**src/rtl/cbr_pkg.sv**
```systemverilog
package cbr_pkg;

   // Relation selector codes; the numeric order is decoded by the branch field.
   typedef enum logic [3:0] {
      CND_EQ  = 4'd0,
      CND_NE  = 4'd1,
      CND_SLT = 4'd2,
      CND_SGT = 4'd3,
      CND_ULT = 4'd4,
      CND_UGT = 4'd5,
      CND_SGE = 4'd6,
      CND_SLE = 4'd7,
      CND_UGE = 4'd8,
      CND_ULE = 4'd9
   } cond_e;

   localparam int unsigned NUM_COND = 10;

   // Primitive relations from which all ten conditions are formed.
   typedef struct packed {
      logic eq;
      logic slt;
      logic ult;
   } rel_t;

endpackage

```
**src/rtl/cbr_hold_regs.sv**
```systemverilog
module cbr_hold_regs #(
   parameter int unsigned XLEN = 32
) (
   input  logic            clk,
   input  logic            rst_n,
   input  logic            ld_i,
   input  logic [XLEN-1:0] a_i,
   input  logic [XLEN-1:0] b_i,
   output logic [XLEN-1:0] a_q,
   output logic [XLEN-1:0] b_q
);

   always_ff @(posedge clk or negedge rst_n) begin
      if (!rst_n) begin
         a_q <= '0;
         b_q <= '0;
      end else if (ld_i) begin
         a_q <= a_i;
         b_q <= b_i;
      end
   end

endmodule

```
**src/rtl/cbr_cond_eval.sv**
```systemverilog
module cbr_cond_eval
   import cbr_pkg::*;
#(
   parameter int unsigned XLEN       = 32,
   parameter int unsigned SEL_W      = 4,
   parameter bit          SHARED_SUB = 1'b1
) (
   input  logic [XLEN-1:0]  a_i,
   input  logic [XLEN-1:0]  b_i,
   input  logic [SEL_W-1:0] sel_i,
   output logic             take_o,
   output logic             bad_sel_o
);

   localparam int unsigned MSB = XLEN - 1;

   rel_t rel;

   generate
      if (SHARED_SUB) begin : g_sub
         logic [XLEN:0] diff;
         always_comb begin
            diff    = {1'b0, a_i} - {1'b0, b_i};
            rel.eq  = (a_i == b_i);
            rel.ult = diff[XLEN];
            rel.slt = (a_i[MSB] ^ b_i[MSB]) ? a_i[MSB] : diff[XLEN];
         end
      end else begin : g_cmp
         always_comb begin
            rel.eq  = (a_i == b_i);
            rel.ult = (a_i < b_i);
            rel.slt = ($signed(a_i) < $signed(b_i));
         end
      end
   endgenerate

   always_comb begin
      take_o    = 1'b0;
      bad_sel_o = 1'b0;
      if (sel_i >= SEL_W'(NUM_COND)) begin
         bad_sel_o = 1'b1;
      end else begin
         case (cond_e'(sel_i[3:0]))
            CND_EQ:  take_o = rel.eq;
            CND_NE:  take_o = !rel.eq;
            CND_SLT: take_o = rel.slt;
            CND_SGT: take_o = !rel.slt && !rel.eq;
            CND_ULT: take_o = rel.ult;
            CND_UGT: take_o = !rel.ult && !rel.eq;
            CND_SGE: take_o = !rel.slt;
            CND_SLE: take_o = rel.slt || rel.eq;
            CND_UGE: take_o = !rel.ult;
            CND_ULE: take_o = rel.ult || rel.eq;
            default: bad_sel_o = 1'b1;
         endcase
      end
   end

endmodule

```
**src/rtl/cbr_target_gen.sv**
```systemverilog
module cbr_target_gen #(
   parameter int unsigned XLEN   = 32,
   parameter int unsigned OFFS_W = 10
) (
   input  logic [XLEN-1:0]   pc_i,
   input  logic [OFFS_W-1:0] offs_i,
   input  logic              take_i,
   input  logic              fault_i,
   output logic [XLEN-1:0]   next_pc_o
);

   localparam int unsigned EXT_W = XLEN - OFFS_W - 1;

   logic [XLEN-1:0] seq_pc;
   logic [XLEN-1:0] disp;

   always_comb begin
      seq_pc = pc_i + XLEN'(2);
      disp   = {{EXT_W{offs_i[OFFS_W-1]}}, offs_i, 1'b0};
      if (fault_i)
         next_pc_o = pc_i;
      else if (take_i)
         next_pc_o = seq_pc + disp;
      else
         next_pc_o = seq_pc;
   end

endmodule

```
**src/rtl/cbr_resolve_unit.sv**
```systemverilog
module cbr_resolve_unit #(
   parameter int unsigned XLEN       = 32,
   parameter int unsigned OPC_W      = 16,
   parameter int unsigned OFFS_W     = 10,
   parameter int unsigned SEL_W      = 4,
   parameter bit          SHARED_SUB = 1'b1
) (
   input  logic             clk,
   input  logic             rst_n,
   input  logic             cmp_valid_i,
   input  logic [XLEN-1:0]  cmp_a_i,
   input  logic [XLEN-1:0]  cmp_b_i,
   input  logic             br_valid_i,
   input  logic [OPC_W-1:0] br_opcode_i,
   input  logic [XLEN-1:0]  br_pc_i,
   output logic [XLEN-1:0]  next_pc_o,
   output logic             taken_o,
   output logic             illegal_o
);

   localparam int unsigned SEL_LSB = OFFS_W;
   localparam int unsigned FMT_LSB = OFFS_W + SEL_W;

   generate
      if (OPC_W != FMT_LSB + 2) begin : g_bad_opc
         $error("cbr_resolve_unit: OPC_W must equal OFFS_W + SEL_W + 2");
      end
      if (SEL_W < 4) begin : g_bad_sel
         $error("cbr_resolve_unit: SEL_W must cover ten conditions");
      end
      if (XLEN <= OFFS_W + 1) begin : g_bad_xlen
         $error("cbr_resolve_unit: XLEN too narrow for the displacement");
      end
   endgenerate

   logic [XLEN-1:0]  hold_a;
   logic [XLEN-1:0]  hold_b;
   logic [SEL_W-1:0] sel;
   logic [OFFS_W-1:0] offs;
   logic             fmt_ok;
   logic             cond_true;
   logic             bad_sel;
   logic             fault;
   logic             take;

   cbr_hold_regs #(.XLEN(XLEN)) u_hold (
      .clk   (clk),
      .rst_n (rst_n),
      .ld_i  (cmp_valid_i),
      .a_i   (cmp_a_i),
      .b_i   (cmp_b_i),
      .a_q   (hold_a),
      .b_q   (hold_b)
   );

   assign sel    = br_opcode_i[SEL_LSB +: SEL_W];
   assign offs   = br_opcode_i[OFFS_W-1:0];
   assign fmt_ok = &br_opcode_i[FMT_LSB +: 2];

   cbr_cond_eval #(
      .XLEN       (XLEN),
      .SEL_W      (SEL_W),
      .SHARED_SUB (SHARED_SUB)
   ) u_eval (
      .a_i       (hold_a),
      .b_i       (hold_b),
      .sel_i     (sel),
      .take_o    (cond_true),
      .bad_sel_o (bad_sel)
   );

   assign fault = br_valid_i && (!fmt_ok || bad_sel);
   assign take  = br_valid_i && fmt_ok && !bad_sel && cond_true;

   cbr_target_gen #(
      .XLEN   (XLEN),
      .OFFS_W (OFFS_W)
   ) u_tgt (
      .pc_i      (br_pc_i),
      .offs_i    (offs),
      .take_i    (take),
      .fault_i   (fault),
      .next_pc_o (next_pc_o)
   );

   assign taken_o   = take;
   assign illegal_o = fault;

endmodule

```
**config.mk**
```make
export PLATFORM = sky130hd
export DESIGN_NAME = cbr_resolve_unit
export DESIGN_NICKNAME = d
export VERILOG_FILES = /design/src/rtl/cbr_pkg.sv /design/src/rtl/cbr_hold_regs.sv /design/src/rtl/cbr_cond_eval.sv /design/src/rtl/cbr_target_gen.sv /design/src/rtl/cbr_resolve_unit.sv
export SDC_FILE = /design/constraint.sdc
export NUM_CORES = 1
export LEC_CHECK = 0
export CORE_ASPECT_RATIO = 1.75
export CORE_UTILIZATION = 51
export CTS_CLUSTER_SIZE = 20
export DETAILED_ROUTE_END_ITERATION = 6
export PLACE_DENSITY = 0.79
export SYNTH_ARGS = -nofsm -noshare
export SYNTH_HDL_FRONTEND = slang
export SYNTH_SLANG_ARGS = --single-unit
```
**constraint.sdc**
```tcl
create_clock -name clk -period 5.6 [get_ports clk]
set_clock_uncertainty 0.05 [all_clocks]
set_input_delay 0.84 -clock clk [delete_from_list [all_inputs] [get_ports clk]]
set_output_delay 0.84 -clock clk [all_outputs]
set_load 0.02 [all_outputs]
```
==> summary.md, run 1 <==
Number of placed I/O pins: 150. The path class of the lowest-slack min-delay path is register to register. The number of global-route vias before repair came out at 7408. The run gives 3 as the number of H-tree levels. The run gives 52.8% as the initial standard-cell utilization of the core. The logs give 52 for the placement row count and 772 for the count of filler cells inserted in the layout. The post-synthesis net count came out at 928.

The half-perimeter wire length after detailed placement is 16400 microns. CTS placed an instance of clkbuf_16 at the clock tree root. In this run the static leakage power is 4.28 nW.

The die outline width works out to 85.0 microns. Traced cell by cell, the critical path runs through clkbuf_2, and3_4, and2_4, nand4_4, buf_4, buf_4, xnor2_1, ha_1, buf_4, nand3_2, nor2_2, a211oi_4, o21ba_2, o21ai_4, a211oi_4, o32a_1, a2111oi_4, a311oi_2, xnor2_1, buf_4. For this run, the post-layout net count is 1202. The run gives 0.000326 V as the worst ir drop on vdd.

The final critical path takes up 98.1% of the cycle. TritonCTS built the clock tree. The die is 147 microns tall. At the end of routability-driven placement, the weighted congestion stood at 0.953.

The tools report the worst path required time as 4.71 ns. After detailed routing, the number of remaining DRC violations is 0. The longest clock path from root to sink contains 2 buffers. The largest incremental delay on the critical path is 0.39 ns, and the share of synthesized flip-flops with an asynchronous set or reset is 100%. The shortest period the worst path allows works out to 5.49 ns. The number of violations reported at the end of detailed-routing iteration 0 is 286. The run finished with clean final reports. The most used flip-flop cell after synthesis was dfrtp_1. Wires add up to 22100 microns. The logs give 0 for the remaining antenna violation count and 40.1% for the tightest slew margin relative to the limit. Setup violations remaining at the end of the flow were counted as 0.

The core area was 11600 sq um; the clock-pin slew of the registers on the worst-case setup and hold paths was 0.05 ns. Global routing finished with a remaining overflow of 0. The critical path is of the primary input to output port type.

The initial antenna violation count came out at 1. The setup check on the worst reg-to-reg path leaves a slack of 4.69 ns. Each instance of the synthesized netlist takes up on average 8.22 sq um. The synthesized netlist cell count was 748; the sum of negative setup slack was 0 ns. The critical path buffer and inverter count was 5. The share of final-layout standard cells stronger than drive strength 1 is 26.3%.

Relative to the synthesized area, the layout overhead comes to 51.4%. For the core occupancy in the finished layout, the log shows 80.0%. The worst-path cell with the longest stage delay was o32a_1. Yosys printed 0 warnings. The routed wire length per instance works out to 19.0 microns. Derived from the worst setup path, the maximum achievable clock frequency is 182 MHz. After detailed routing, the number of vias per cell comes to 6.05. The kind of end point of the critical path was an output port. The arrival time at the worst endpoint was 4.60 ns. The worst setup path is launched from a primary input. Grouping stages by cell kind, the critical path spends the most delay in compound AO/OA/AOI/OAI gates. For the worst-skew pair, the clock arrives at the later sink with an insertion delay of 0.33 ns.

The run gives 12500 sq um as the die area. The total power per unit cell area was 202 nW/um^2; the post-synthesis instance area was 6150 sq um. The largest net degree at the start of global routing came out at 97.

The final route contains 7034 vias. The overall power consumption was 0.00188 W. The logs give 64 for the number of sinks on the clock net and 26.0% for the fraction of the yosys area taken by sequential cells. Counting flops with a built-in enable in the synthesized netlist gives 0. Of all nets on the critical path, the largest fanout is 5.

The logs give 35100 microns for the wire length of the first global-routing pass and 8640 sq um for the placement-stage cell area. The clock buffer count from CTS came out at 9. In this run, distinct cell masters in the synthesized netlist total 75.

The number of buffers inserted by port buffering works out to 147. The first TritonRoute pass finished after 6 iterations. The total count of hold-check failures in the final report is 0, and the combined global-route utilization of all metal layers is 35.8%. For the pin with the worst max-slew slack, the measured transition is 0.898 ns. The most repeated library cell on the critical path is buf_4.

The synthesized design contains 64 register bits. The number of pins with negative max-slew slack in the final report is 0, and the count of max-cap constraint violations is 0. The final non-filler cell area was 9310 sq um.
## layout make-up
| cell class | instances | area [sq um] | share of cell area (%) |
|---|---|---|---|
| Tap cell | 135 | 169 | 1.81 |
| Inverter | 48 | 181 | 1.95 |
| Clock buffer | 13 | 260 | 2.79 |
| Timing Repair Buffer | 294 | 2560 | 27.4 |
| Clock inverter | 3 | 40.0 | 0.430 |
| Multi-Input combinational cell | 605 | 4500 | 48.3 |
| Antenna cell | 1 | 2.50 | 0.0269 |
| Sequential cell | 64 | 1600 | 17.2 |
## synthesized netlist by cell type (3+ instances only)
library cell,count,area (sq um)
o21ai_1,4,20.0
inv_1,47,176
nor4b_1,3,26.3
o211ai_1,5,37.5
nand3_1,25,125
nand3b_1,6,45.0
nand4_1,14,87.6
dfrtp_1,64,1600
mux2_2,32,360
mux2i_1,10,100
clkbuf_1,21,78.8
buf_1,3,11.3
nor4_1,5,31.3
and4b_1,3,30.0
o21ai_0,65,325
a21o_1,15,113
o21a_1,7,52.6
a21oi_1,60,300
buf_4,3,22.5
xnor2_1,36,315
buf_2,4,20.0
nor2b_1,5,31.3
o21bai_1,8,60.1
ha_1,63,788
nor3_1,16,80.1
o31ai_1,3,22.5
xor2_1,16,140
a22oi_1,4,30.0
a2111oi_0,3,26.3
nand2_1,89,334
nand2b_1,4,25.0
and3_1,5,31.3
nor2_1,48,180
a211oi_1,4,30.0
## final timing paths
kind                            cells past startpoint                          to                  startpoint
min in group asynchronous                           2  u_hold.b_q[14]$_DFFE_PN0P_                       rst_n
worst max-delay path                               20               next_pc_o[31]                  br_pc_i[3]
worst min-delay path                                1   u_hold.a_q[3]$_DFFE_PN0P_   u_hold.a_q[3]$_DFFE_PN0P_
worst max register to register                      1  u_hold.a_q[31]$_DFFE_PN0P_  u_hold.a_q[31]$_DFFE_PN0P_
worst min register to register                      1   u_hold.a_q[3]$_DFFE_PN0P_   u_hold.a_q[3]$_DFFE_PN0P_
max in group asynchronous                           2  u_hold.a_q[28]$_DFFE_PN0P_                       rst_n
## power by group
part / total, W / internal [W] / switching, W
Sequential: 0.000530 / 0.000507 / 0.0000227
Combinational: 0.000787 / 0.000385 / 0.000402
Clock: 0.000562 / 0.000367 / 0.000194
## cell families (layout without fill, tap and decap cells)
logic type | count (synthesis) | in the layout | share of synthesized area (%)
simple gates | 241 | 241 | 19.5
compound gates | 206 | 206 | 21.4
buf+inv | 79 | 358 | 5.10
fa+ha+maj | 64 | 64 | 13.1
flops | 64 | 64 | 26.0
xor+xnor | 52 | 52 | 7.40
mux | 42 | 42 | 7.48
other cells | 0 | 1 | 0
## cells in the final DEF (no fill, tap or decap), types with 10 or more instances in the layout
cell	instances
mux2i_1	10
inv_1	46
nand2_1	86
nor3_1	14
a21oi_1	58
xor2_1	14
nand3_1	21
dfrtp_1	64
mux2_2	32
nor2_1	44
buf_4	143
clkdlybuf4s50_1	110
a21o_1	15
nand4_1	14
xnor2_1	29
o21ai_0	65
ha_1	59
## timing repair
action                                  in CTS  in global routing
buffers inserted                            10                  8
pin swaps                                   23                 22
hold buffers                                 0                  0
endpoints found under the hold margin        0                  0
endpoints found under the setup margin      17                 15
resized for setup                           79                 46
## registers in the layout, indices dropped and copies added, names as in the netlist
| signal | flops |
|---|---|
| u_hold.a_q | 32 |
| u_hold.b_q | 32 |
## metal layers
layer	part of all wire, %	vias to the layer above	track usage (%)	wire [microns]
met4	8.1	0	26.6	1780
met2	54	310	67.6	12000
li1	-	3222	-	-
met5	0	-	0	0
met3	4.9	143	6.97	1090
met1	33	3359	32.9	7200
## through the flow
| step | setup slack, ns | instances | hold WS [ns] |
|---|---|---|---|
| finish | 0.105 | 1163 | 0.467 |
| global route | -0.0143 | 1163 | 0.485 |
| CTS | 0.0132 | 1155 | 0.469 |
| detailed placement | -0.756 | 1129 | 0.454 |
| global placement | -0.630 | 1129 | 0.447 |
| floorplan | 0.379 | 748 | 0.435 |
No activity file was read; power rests on OpenSTA's default activity.
==> inputs of run 2 (changes only) <==
==> constraint.sdc (replaced) <==
create_clock -name clk -period 5.6 [get_ports clk]
set_clock_uncertainty 0.05 [all_clocks]
set_input_delay 1.12 -clock clk [delete_from_list [all_inputs] [get_ports clk]]
set_output_delay 1.12 -clock clk [all_outputs]
set_load 0.02 [all_outputs]
==> run 2 against run 1 <==
  * The flow now finishes with violations (setup timing)
  * First-iteration DRC count is 12% higher
  * Wire length is 3.8% higher
  * Sequential power hardly changed
  * Critical path depth is 1 higher
  * Clock power is 8.7% higher
  * Final area is 8.9% higher
  * Global-route usage is 2.1 points lower
==> summary.md, run 2 (synthesis gave the netlist of run 1 again) <==
The tools report the kind of end point of the critical path as an output port (unchanged). The placement row count was 52 (unchanged). Die area: 12500 sq um (unchanged). Synthesis-to-layout area growth: 64.8% (was 51.4%). The worst path required time is 4.43 ns (was 4.71 ns), and the instance count after placement with tap cells included is 1136 (was 1129).

The critical path startpoint category is a primary input (unchanged). Timing startpoint of the critical path: br_pc_i[6] (was br_pc_i[3]). The tools report the clock tree root buffer cell as clkbuf_16 (unchanged). The largest net degree at the start of global routing was 65 (was 97). Final setup slack of the worst path: -0.293 ns (was 0.105 ns). The worst ir drop on vdd came out at 0.000270 V (was 0.000326 V). The startpoint of the worst register-to-register path is u_hold.a_q[31]$_DFFE_PN0P_ (unchanged). For the final cell count without fillers, the log shows 1184 (was 1163). Setup repair after global routing could not meet its margin everywhere. The placement-stage worst setup slack came out at -1.22 ns (was -0.756 ns). Path class of the lowest-slack min-delay path: register to register (unchanged). The detailed-routed wire length on met2 came out at 12400 microns (was 12000 microns). The checks that failed: setup timing. The run gives 0 (unchanged) as the number of remaining DRC errors. The run gives 87.1% (was 80.0%) as the core occupancy in the finished layout. The number of search-and-repair iterations in the first detailed-routing pass was 5 (was 6). The logs give 7900 microns (was 7200 microns) for the post-route met1 wirelength and 0.00202 W (was 0.00188 W) for the overall power consumption. The half-perimeter wire length after detailed placement is 15700 microns (was 16400 microns), and the worst hold slack across all endpoints is 0.464 ns (was 0.467 ns). The clock-pin slew of the registers on the worst-case setup and hold paths is 0.05 ns (about the same). Path type of the worst setup path: primary input to output port (unchanged). The wire length of the first global-routing pass is 33500 microns (was 35100 microns).

The routed wire length per instance is 19.4 microns (was 19.0 microns). The total power per unit cell area was 199 nW/um^2 (was 202 nW/um^2); the arrival time at the worst endpoint was 4.72 ns (was 4.60 ns). The routed via count is 7072 (was 7034). The tools report the number of buffers on the longest clock path as 2 (unchanged). The tools report the highest clock frequency the design can meet as 170 MHz (was 182 MHz). The launch instance of the worst min-delay path is u_hold.a_q[10]$_DFFE_PN0P_ (was u_hold.a_q[3]$_DFFE_PN0P_). The number of H-tree levels came out at 3 (unchanged). The post-route fraction of the period consumed by the critical path is 105% (was 98.1%), and the share of final-layout standard cells stronger than drive strength 1 is 35.0% (was 26.3%). Top Registers: u_hold.a_q (32), u_hold.b_q (32) (unchanged). The detailed route wirelength on metal3 is 1200 microns (was 1090 microns). The wire length after detailed routing came out at 23000 microns (was 22100 microns).

The run gives 0 (unchanged) as the remaining antenna violation count. Commonest cells after routing, fill and taps aside: buf_4 (162), clkdlybuf4s50_1 (103), nand2_1 (85), dfrtp_1 (64), o21ai_0 (62) (was buf_4 (143), clkdlybuf4s50_1 (110), nand2_1 (86), o21ai_0 (65), dfrtp_1 (64)). Highest routed metal layer: met4 (unchanged). The run finished, with violations left.

The die outline width works out to 85.0 microns (unchanged). TritonCTS built the clock tree. The global placement routability congestion is 0.961 (was 0.953), and the die boundary height is 147 microns (unchanged). The run gives 0.33 ns (about the same) as the clock latency at the later pin of the worst-skew pair.

For the final net count, the log shows 1223 (was 1202). The most common cell after layout, fill and taps aside is buf_4 (unchanged). The combined global-route utilization of all metal layers is 33.7% (was 35.8%), and the total count of hold-check failures in the final report is 0 (unchanged).

The number of sinks on the clock net was 64 (unchanged). The number of violations reported at the end of detailed-routing iteration 0 came out at 320 (was 286). The logs give 0 (unchanged) for the count of hold buffers inserted by post-cts repair and 46.6% (was 40.1%) for the tightest slew margin relative to the limit. The count of max-cap constraint violations was 0 (unchanged); the core area was 11600 sq um (unchanged).

The tools report the number of placed I/O pins as 150 (unchanged). The static leakage power was 4.57 nW (was 4.28 nW); the number of pins with negative max-slew slack in the final report was 0 (unchanged). The post-detailed-route via-to-cell ratio came out at 5.97 (was 6.05). For the aggregate global routing overflow, the log shows 0 (unchanged). The transition at the pin with the smallest max-transition slack is 0.801 ns (was 0.898 ns), and the initial standard-cell utilization of the core is 52.8% (unchanged). The number of global-route vias before repair was 7199 (was 7408); the final-report setup violation count was 11 (was 0).

The run gives 9 (unchanged) as the clock buffer count from CTS. The initial antenna violation count is 1 (unchanged). The number of buffers inserted by port buffering works out to 147 (unchanged). The shortest period the worst path allows is 5.89 ns (was 5.49 ns). The largest fanout of any net on the critical path was 3 (was 5).
## run 2: changes by cell type in the layout (fill, tap and decap cells not counted), moves of 11 or more
cell	delta
a21oi_1	-11
buf_4	+19
buf_6	+18
ha_1	-11
ha_4	+11
xnor2_1	-13
## run 2: layout make-up
type | instances | area, sq um
multi-input combinational | 605 | 5090
clock buffer | 11 | 253
tap | 135 | 169
fill | 586 | 1510
timing repair buffer | 315 | 2760
sequential | 64 | 1600
inverter | 48 | 181
clock inverter | 5 | 78.8
antenna | 1 | 2.50
## run 2: repair_timing
action	in CTS	in global routing
pin swaps	76	54
gates resized for setup	196	89
endpoints found under the setup margin	24	27
buffers inserted	21	12
hold endpoints to repair	0	0
## run 2: path summary, 6_finish.rpt
kind | end | slack (ns) | depth (start not counted)
max reg2reg | u_hold.a_q[31]$_DFFE_PN0P_ | 4.70 | 1
max | next_pc_o[31] | -0.29 | 21
min | u_hold.a_q[10]$_DFFE_PN0P_ | 0.46 | 1
max in group asynchronous | u_hold.b_q[8]$_DFFE_PN0P_ | 4.06 | 2
min in group asynchronous | u_hold.a_q[22]$_DFFE_PN0P_ | 0.91 | 2
min reg2reg | u_hold.a_q[10]$_DFFE_PN0P_ | 0.46 | 1
## run 2: per-layer routing
layer	track usage [%]	up-vias
met3	4.38	95
met2	65.4	323
li1	-	3272
met1	32.8	3382
met5	0	-
met4	20.5	0
## run 2: worst max-delay path: stages
cell and delay (ns):
dlygate4sd2_1 0.23, and2_4 0.17, buf_6 0.10, nand4_4 0.12, nor3_4 0.21, nand3_4 0.13, nor2_4 0.13, and3_4 0.20
xor2_1 0.21, ha_1 0.29, inv_1 0.08, o21bai_1 0.08, a21o_1 0.18, a41o_1 0.24, o31ai_1 0.07, buf_4 0.16
o311ai_2 0.12, a21o_1 0.21, a311oi_2 0.35, xnor2_2 0.14, buf_4 0.15
## run 2: metrics by stage
step | setup TNS, ns | instance area (sq um)
2_1_floorplan | -0.00463 | 6210
3_3_place_gp | -15.81 | 8740
3_5_place_dp | -17.44 | 8740
4_1_cts | -0.527 | 9630
5_1_grt | -2.82 | 10100
6_report | -1.18 | 10100
## run 2: where the power goes
group	internal, W	leakage, nW	switching [W]	total, W
logic	0.000439	3.64	0.000441	0.000880
clock network	0.000413	0.165	0.000199	0.000611
registers	0.000507	0.763	0.0000224	0.000529
==> inputs of run 3 (changes only) <==
==> constraint.sdc (replaced) <==
create_clock -name clk -period 5.6 [get_ports clk]
set_clock_uncertainty 0.05 [all_clocks]
set_input_delay 1.12 -clock clk [delete_from_list [all_inputs] [get_ports clk]]
set_output_delay 1.12 -clock clk [all_outputs]
set_load 0.005 [all_outputs]
==> run 3 against run 2 <==
  * The flow still finishes with violations (setup timing)
  * First-iteration DRC count increased by 52%
  * Sequential share of layout area increased by 0.25 points
  * Wire length increased by 12%
  * Sequential power about the same
  * Maximum frequency decreased by 6.4%
  * Final area decreased by 1.6%
  * Critical path depth decreased by 1
  * Hold slack improved by 0.0021 ns
  * Clock power decreased by 8.2%
  * Global-route usage increased by 3.2 points
  * Power decreased by 2.8%
  * Critical endpoint unchanged
  * Largest power group unchanged
==> summary.md, run 3 (synthesis gave the netlist of run 1 again) <==
The flow ran to the end, but the final reports show violations. Failing checks: setup timing (unchanged). TritonCTS built the clock tree. The die outline width was 85.0 microns (unchanged); the synthesis-to-layout area growth was 62.3% (was 64.8%). The final non-filler cell area was 9980 sq um (was 10100 sq um); the initial standard-cell utilization of the core was 52.8% (unchanged). The remaining antenna violation count was 0 (unchanged); the number of sinks on the clock net was 64 (unchanged). Most repeated library cell on the critical path: buf_4. For the global placement routability congestion, the log shows 0.922 (was 0.961). Top Registers: u_hold.a_q (32), u_hold.b_q (32) (unchanged). The overall power consumption was 0.00196 W (was 0.00202 W). The tools report the clock buffer count from CTS as 9 (unchanged). Count of max-cap constraint violations: 0 (unchanged). The tools report the startpoint of the worst register-to-register path as u_hold.a_q[31]$_DFFE_PN0P_ (unchanged). The path type of the worst setup path was primary input to output port (unchanged).

Worst-path cell with the longest stage delay: nand4_1 (was a311oi_2). The total power per unit cell area was 197 nW/um^2 (was 199 nW/um^2). The share of final-layout standard cells stronger than drive strength 1 was 34.3% (was 35.0%); the aggregate global routing overflow was 0 (unchanged). Critical path buffer and inverter count: 6 (was 5).

Die boundary height: 147 microns (unchanged). For the highest clock frequency the design can meet, the log shows 159 MHz (was 170 MHz). The post-detailed-route via-to-cell ratio was 6.33 (was 5.97). The tools report the kind of end point of the critical path as an output port (unchanged).

The run gives 8660 sq um (was 8740 sq um) as the placement-stage cell area. The run gives 0 (unchanged) as the total count of hold-check failures in the final report. The clock tree root buffer cell is clkbuf_16 (unchanged). For the half-perimeter wire length after detailed placement, the log shows 16200 microns (was 15700 microns). Combined global-route utilization of all metal layers: 37.0% (was 33.7%).

Transition at the pin with the smallest max-transition slack: 0.913 ns (was 0.801 ns). Commonest cells after routing, fill and taps aside: buf_4 (150), clkdlybuf4s50_1 (110), nand2_1 (84), dfrtp_1 (64), o21ai_0 (58) (was buf_4 (162), clkdlybuf4s50_1 (103), nand2_1 (85), dfrtp_1 (64), o21ai_0 (62)). The tools report the largest net degree at the start of global routing as 65 (unchanged). The final setup slack of the worst path was -0.698 ns (was -0.293 ns); the number of global-route vias before repair was 7761 (was 7199).

The static leakage power is 4.48 nW (was 4.57 nW), and the number of search-and-repair iterations in the first detailed-routing pass is 5 (unchanged). The shortest period the worst path allows came out at 6.30 ns (was 5.89 ns). The top cell family by delay on the critical path was simple AND/OR/NAND/NOR gates (was compound AO/OA/AOI/OAI gates).

The tools report the number of H-tree levels as 3 (unchanged). Routed via count: 7519 (was 7072). The run gives 36600 microns (was 33500 microns) as the wire length of the first global-routing pass. Most common cell after layout, fill and taps aside: buf_4 (unchanged). The wire length after detailed routing was 25700 microns (was 23000 microns); the number of placed I/O pins was 150 (unchanged). The run gives 0 (unchanged) as the number of pins with negative max-slew slack in the final report. The number of buffers inserted by port buffering was 147 (unchanged). For the tightest slew margin relative to the limit, the log shows 39.1% (was 46.6%). Cells traversed along the worst timing path: clkdlybuf4s15_1, and2_4, nand4_1, nor2_2, buf_4, nand3_4, nor4_2, xnor2_1, inv_1, ha_4, a21o_1, a41o_1, o31ai_2, buf_4, buf_4, o32a_1, a21o_1, a311oi_2, xnor2_1, buf_2 (was dlygate4sd2_1, and2_4, buf_6, nand4_4, nor3_4, nand3_4, nor2_4, and3_4, xor2_1, ha_1, inv_1, o21bai_1, a21o_1, a41o_1, o31ai_1, buf_4, o311ai_2, a21o_1, a311oi_2, xnor2_2, buf_4).

Worst path required time: 4.43 ns (about the same). The clock-pin slew of the registers on the worst-case setup and hold paths was 0.05 ns (about the same); the routed wire length per instance was 21.7 microns (was 19.4 microns). For the number of violations reported at the end of detailed-routing iteration 0, the log shows 486 (was 320). The launch instance of the worst min-delay path is u_hold.a_q[18]$_DFFE_PN0P_ (was u_hold.a_q[10]$_DFFE_PN0P_). The timing startpoint of the critical path was br_pc_i[6] (unchanged). Largest incremental delay on the critical path: 0.34 ns (was 0.35 ns).

The worst ir drop on vdd came out at 0.000282 V (was 0.000270 V). The placement-stage worst setup slack came out at -1.28 ns (was -1.22 ns). The number of remaining DRC errors was 0 (unchanged). The logs give 1 (unchanged) for the initial antenna violation count and 11600 sq um (unchanged) for the core area. The path class of the lowest-slack min-delay path was register to register (unchanged). Critical path startpoint category: a primary input (unchanged).

Final-report setup violation count: 20 (was 11). Setup repair after global routing could not meet its margin everywhere. The tools report the number of buffers on the longest clock path as 2 (unchanged). Placement row count: 52 (unchanged). The internal reg-to-reg setup slack is 4.70 ns (about the same). For the arrival time at the worst endpoint, the log shows 5.13 ns (was 4.72 ns). The final net count was 1226 (was 1223); the post-route fraction of the period consumed by the critical path was 112% (was 105%).

The largest fanout of any net on the critical path was 5 (was 3). Die area: 12500 sq um (unchanged). The clock latency at the later pin of the worst-skew pair came out at 0.33 ns (about the same).
[run 3: routing by layer]
layer  vias up  GRT usage, %  routed length (microns)
li1       3277             -                        -
met1      3548          34.0                     8220
met2       478          70.0                    13300
met3       216          5.45                     1780
met4         0          29.7                     2430
met5         -             0                        0
[run 3: area by class of cell]
type / instances / area, sq um
multi-input cells: 605 / 4990
diodes: 1 / 2.50
flip-flops and latches: 64 / 1600
well taps: 135 / 169
clock inverters: 3 / 40.0
clock buffers: 13 / 260
fillers: 563 / 1660
repair buffers: 318 / 2730
inverters: 48 / 181
[run 3: final timing paths]
path,end,depth (start not counted)
worst max-delay path,next_pc_o[31],20
worst min-delay path,u_hold.a_q[18]$_DFFE_PN0P_,1
worst max register to register,u_hold.a_q[31]$_DFFE_PN0P_,1
worst min register to register,u_hold.a_q[18]$_DFFE_PN0P_,1
max in group asynchronous,u_hold.a_q[8]$_DFFE_PN0P_,2
min in group asynchronous,u_hold.b_q[17]$_DFFE_PN0P_,2
[run 3: per-stage QoR]
| stage | hold WS (ns) | instances | setup TNS [ns] | utilization (%) |
|---|---|---|---|---|
| after floorplan | 0.435 | 748 | 0 | - |
| after global placement | 0.448 | 1132 | -15.76 | 74.3 |
| after detailed placement | 0.455 | 1132 | -18.18 | 74.3 |
| after CTS | 0.469 | 1173 | -1.30 | 82.0 |
| after global routing | 0.483 | 1186 | -8.94 | 85.7 |
| final | 0.466 | 1187 | -7.72 | 85.7 |
[run 3: power by group]
group	switching, W	internal (W)
Sequential	0.0000218	0.000507
Combinational	0.000440	0.000435
Clock	0.000194	0.000367
[run 3: repair_timing]
| item | in CTS | in global routing |
|---|---|---|
| pin swaps | 61 | 52 |
| gates resized for setup | 174 | 87 |
| buffers inserted | 26 | 14 |
| hold buffers | 0 | 0 |
| setup endpoints to repair | 21 | 22 |
